**src/rtl/bcr_pkg.sv**
```systemverilog
package bcr_pkg;

  // Registered verdict of one frame (or a stall seen mid-frame)
  typedef struct packed {
    logic good;
    logic bad;
  } frame_ev_t;

  function automatic logic in_window(input int unsigned cnt,
                                     input int unsigned centre,
                                     input int unsigned tol);
    return (cnt + tol >= centre) && (cnt <= centre + tol);
  endfunction

  function automatic logic ratio_ok(input int unsigned cnt,
                                    input int unsigned ra,
                                    input int unsigned rb,
                                    input int unsigned rc,
                                    input int unsigned tol);
    return in_window(cnt, ra, tol) || in_window(cnt, rb, tol) ||
           in_window(cnt, rc, tol);
  endfunction

  function automatic int unsigned max3(input int unsigned a,
                                       input int unsigned b,
                                       input int unsigned c);
    int unsigned m;
    m = (a > b) ? a : b;
    return (m > c) ? m : c;
  endfunction

endpackage

```
**src/rtl/bcr_frame_counter.sv**
```systemverilog
module bcr_frame_counter
  import bcr_pkg::*;
#(
  parameter int RATIO_A = 32,
  parameter int RATIO_B = 48,
  parameter int RATIO_C = 64,
  parameter int TOL     = 2,
  parameter int SAT     = 67,
  parameter int CNT_W   = 7
) (
  input  logic      clk,
  input  logic      rst_n,
  input  logic      bck_rise,
  input  logic      ws_rise,
  output frame_ev_t ev
);
  logic [CNT_W-1:0] cnt_q;
  logic             armed_q;
  logic             cnt_ok;
  logic             at_limit;
  logic             hit_sat;

  assign cnt_ok   = ratio_ok(32'(cnt_q), RATIO_A, RATIO_B, RATIO_C, TOL);
  assign at_limit = (cnt_q == CNT_W'(SAT));
  assign hit_sat  = bck_rise && (cnt_q == CNT_W'(SAT - 1));

  always_ff @(posedge clk or negedge rst_n) begin
    if (!rst_n) begin
      cnt_q   <= '0;
      armed_q <= 1'b0;
      ev      <= '0;
    end else begin
      ev <= '0;
      if (ws_rise) begin
        ev.good <= armed_q && cnt_ok;
        ev.bad  <= armed_q && !cnt_ok;
        armed_q <= 1'b1;
        cnt_q   <= bck_rise ? CNT_W'(1) : '0;
      end else if (bck_rise && !at_limit) begin
        cnt_q  <= cnt_q + 1'b1;
        ev.bad <= hit_sat;
      end
    end
  end

  assert_cnt_bounded_R7: assert property (@(posedge clk) disable iff (!rst_n)
    cnt_q <= CNT_W'(SAT));

  assert_restart_on_ws_R6: assert property (@(posedge clk) disable iff (!rst_n)
    ws_rise |=> cnt_q <= CNT_W'(1));

  assert_verdict_exclusive_R3: assert property (@(posedge clk) disable iff (!rst_n)
    !(ev.good && ev.bad));

endmodule

```
**config.mk**
```make
export PLATFORM = sky130hd
export DESIGN_NAME = bcr_frame_counter
export DESIGN_NICKNAME = d
export VERILOG_FILES = /design/src/rtl/bcr_pkg.sv /design/src/rtl/bcr_frame_counter.sv
export SDC_FILE = /design/constraint.sdc
export NUM_CORES = 1
export LEC_CHECK = 0
export ABC_AREA = 1
export BUFFER_PORTS_ARGS = -buffer_cell sky130_fd_sc_hd__buf_2
export CAP_MARGIN = 15
export CORE_AREA = 2 2 39 41
export CTS_BUF_LIST = sky130_fd_sc_hd__clkbuf_8
export DETAILED_ROUTE_END_ITERATION = 12
export DIE_AREA = 0 0 41 43
export PLACE_DENSITY = 0.76
export SLEW_MARGIN = 25
export SYNTH_ARGS = -nofsm -noshare
export SYNTH_HDL_FRONTEND = slang
export SYNTH_SLANG_ARGS = --single-unit
```
**constraint.sdc**
```tcl
create_clock -name clk -period 2.32 [get_ports clk]
set_clock_uncertainty 0.1 [all_clocks]
set_input_delay 0.116 -clock clk [delete_from_list [all_inputs] [get_ports clk]]
set_output_delay 0.116 -clock clk [all_outputs]
set_load 0.005 [all_outputs]
```
## Word level (Yosys, flattened, before mapping)

Cells that the tools add are included.

| cells by class | value |
|---|---|
| add/sub/neg operators | 2 |
| magnitude comparators | 6 |
| eq/ne operators | 2 |
| muxes and demuxes | 6 |
| reductions and logical operators | 12 |

Operators with widths:

| kind | number |
|---|---|
| greater-or-equal comparator 32 x 6 -> 1 bit (second input constant) | 2 |
| == test 7 bit (second input constant) | 2 |
| <= comparator 7 x 6 -> 1 bit (second input constant) | 2 |
| two-way mux 7 bit | 2 |
| adder 7 x 2 -> 8 bit (second input constant) | 1 |
| greater-or-equal comparator 8 x 7 -> 1 bit (second input constant) | 1 |
| adder 7 x 1 -> 7 bit (second input constant) | 1 |
| <= comparator 7 bit (second input constant) | 1 |
| logical AND 1 bit | 7 |
| two-way mux 1 bit | 4 |
| zero test 1 bit | 2 |
| logical OR 1 bit | 2 |
| nonzero test 2 bit | 1 |

| storage, ports and cells | value |
|---|---|
| flip-flop bits (word level) | 10 |
| logic and storage cells | 32 |

## Depth between registers and ports, before layout

| depth | value |
|---|---|
| depth after elaboration | 8 |
| depth in mapped cells | 11 |
| gate-level depth less buffers | 11 |

## Worst setup path before layout

No wires, ideal clock.

| path | value |
|---|---|
| kind | reg2reg |
| start | reg cnt_q[1] |
| end | reg cnt_q[0] |
| setup time | 121 ps |
| arrival time | 1339 ps |
| data required time | 2099 ps |
| slack | 760 ps |
| cell stages (with the launch flop) | 7 |
| period minus slack after synthesis | 1560 ps |
| cell sequence | dfrtp_1 -> ha_1 -> nand3_1 -> o21a_4 -> or2_4 -> nand2_1 -> o21ai_2 |

| between the ends | value |
|---|---|
| longest elaborated chain between the ends | 4 |

Ends and longest elaborated chain:

| what | RTL line | source |
|---|---|---|
| from (decl) | bcr_frame_counter.sv:17 | `logic [CNT_W-1:0] cnt_q;` |
| from (signal assigned) | bcr_frame_counter.sv:38 | `cnt_q <= bck_rise ? CNT_W'(1) : '0;` |
| from (signal assigned) | bcr_frame_counter.sv:40 | `cnt_q <= cnt_q + 1'b1;` |
| == test 7 bit | bcr_frame_counter.sv:24 | `assign at_limit = (cnt_q == CNT_W'(SAT));` |
| zero test 1 bit | bcr_frame_counter.sv:39 | `end else if (bck_rise && !at_limit) begin` |
| logical AND 1 bit | bcr_frame_counter.sv:39 |  |
| nonzero test 2 bit (no line) | -- |  |

Every way passes these cells.
A chain may end at the register's enable or synchronous reset.

## Worst setup path in the final report

Same ends and word-level chain as after synthesis.

==> flow_summary.toml <==
[sta]
max_slew_margin_pct = 79.5
worst_pin_slew_ns = 0.307
min_period_ns = 1.71
min_period_over_period_pct = 73.6
rsz0062_at_grt = "false"
finalHoldViolations = 0
setup_violations = 0
slew_violations = 0
whs_ns = 0.0558
setup_tns_ns = 0
clock.fmax_mhz = 585

[cells_and_area]
num_antenna_cells = 0
syn2layout_area_growth_pct = 11.1
layout-drive-gt1-share_pct = 19.1
postLayoutCoreUtil_pct = 60.4
finalNetCount = 120

[worst_setup_path]
r2r-end = "cnt_q[0]"
crit_cells = 6
crit_start = "cnt_q[1]"
setup.worst_path.end = "cnt_q[0]"
slowest_stage = "dfrtp_1"
rrSetupSlack_ns = 0.61
crit_path_max_incr_delay_ns = 0.49
cp.required_ns = 2.35
path_cells = "ha_1, nand3_1, o21a_4, or2_4, nand2_1, o21ai_2"
endpoint_kind = "flip-flop"
cp_data_arrival_time_ns = 1.73
crit_buf_inv = 0
crit_fanout = 9
startpoint_type = "flip-flop"
r2r_cells = 6
crit_family = "flip-flops"
reg2reg_from = "cnt_q[1]"
path_class = "flip-flop to flip-flop"

[power]
powerDensity_nw_per_um2 = 558
p_leak_uw = 0.000392
finalPower_uw = 466
vdd_drop_max_mv = 0.323

[cts]
cts_buffers = 3
htreeDepth = 1
tritoncts = "done"
clk_latency_ns = 0.24
ctsLongestPathBuffers = 2
path_clk_slew_ns = 0.05
clock-sinks = 10
cts_setup_buffers = 0
postCtsResizedCells = 0
clock-root-buffer = "clkbuf_8"

[yosys]
ys_warn_count = 0
ys_seq_area_share_pct = 33.3
syn-num-nets = 112
syn_inst = 103
avgSynthCellArea_um2 = 7.30
synth-seq-cells = 10
syn_area_um2 = 752
synthDistinctLibCells = 21

[placement]
place_congestion = 0.900
hpwl_mm = 1.29
placement.io_buffers = 5

[route]
ant_nets = 0
dr.pass1.iters = 4
viasPerCell = 5.50
vias = 693
drt_iter0_drc = 21
wl_per_cell_um = 13.1
drcViolationCount = 0
drt_wl_total_mm = 1.65

[floorplanning]
die-area_um2 = 1760
rows = 14
die_x_um = 41
core_area_um2 = 1380
initial_utilization_pct = 54.3
io-pin-count = 6
dieHeight_um = 43

[grt]
grt_pass1_vias = 617
grt_overflow_total = 0
grt_pass1_wl_mm = 2.79
grt_usage_pct = 24.4
grt_antenna_before_repair = 0
grt_start_max_net_pins = 11

[run_status]
outcome = "finished clean"

[flow_run]
maxCapViolCount = 0

[min_path]
hold_class = "primary input to flip-flop"
[timing repair]
| item | in CTS | in global routing |
|---|---|---|
| endpoints found under the hold margin | 10 | 0 |
| hold buffers | 1 | 0 |
| setup endpoints to repair | 0 | 0 |
[cells in the mapped netlist (all sizes together)]
cell type | n | area (µm²)
o21a | 1 | 15.0
a21oi | 5 | 25.0
ha | 5 | 62.6
nand3 | 10 | 50.1
or2 | 3 | 21.3
dfrtp | 10 | 250
nand2 | 29 | 111
nand4 | 5 | 31.3
nor2 | 11 | 51.3
buf | 3 | 26.3
inv | 10 | 37.5
o21ai | 10 | 57.6
o22ai | 1 | 12.5
[logic make-up (layout without fill, tap and decap cells)]
group           count (synthesis)  count (layout)  share of synthesized area, %
buf+inv                        13              20                          8.49
flops                          10              10                          33.3
compound gates                 17              17                          14.6
simple gates                   58              58                          35.3
fa+ha+maj                       5               5                          8.32
[stage by stage]
step,setup slack [ns],area (µm²),cells
2_1_floorplan,0.760,752,103
3_3_place_gp,0.645,771,121
3_5_place_dp,0.624,771,121
4_1_cts,0.608,836,126
5_1_grt,0.418,836,126
6_report,0.612,836,126
[metal layers]
| layer | up-vias | GRT usage, % | wire length (µm) |
|---|---|---|---|
| li1 | 353 | - | - |
| met1 | 328 | 32.9 | 744 |
| met2 | 10 | 34.7 | 830 |
| met3 | 2 | 7.85 | 59 |
| met4 | 0 | 10.7 | 20 |
| met5 | - | 0 | 0 |
[area by class of cell]
cell class | count | area [µm²]
clock buffers | 4 | 55.1
inverters | 10 | 37.5
fillers | 124 | 548
well taps | 16 | 20.0
repair buffers | 6 | 35.0
flip-flops and latches | 10 | 250
multi-input cells | 80 | 438
[layout by cell type (no fill, tap or decap), drive strengths merged]
master       instances
nand3               10
o22ai                1
o21ai               10
dlygate4sd3          1
nand4                5
o21a                 1
nor2                11
nand2               29
dfrtp               10
a21oi                5
inv                 10
ha                   5
or2                  3
clkbuf               4
buf                  5
[flip-flops by register name, indices dropped and copies added (netlist names)]
| signal | count |
|---|---|
| cnt_q | 7 |
| ev | 2 |
| armed_q | 1 |
[worst min-delay path by stage]
stage / start / end / slack [ns] / depth (start not counted)
finish: ws_rise / armed_q / 0.06 / 2
global route: ws_rise / armed_q / 0.06 / 2
CTS: ws_rise / armed_q / 0.05 / 2
detailed placement: rst_n / ev[1] / -0.11 / 1
global placement: rst_n / ev[1] / -0.11 / 1
floorplan: rst_n / armed_q / -0.28 / 0
[report_power, final]
part | internal (µW) | leakage (µW) | switching [µW] | total (µW)
Clock | 150 | 0.0000288 | 76.1 | 226
Combinational | 19.1 | 0.000234 | 32.4 | 51.5
Sequential | 180 | 0.000130 | 8.28 | 189
No activity file was read; power rests on OpenSTA's default activity.
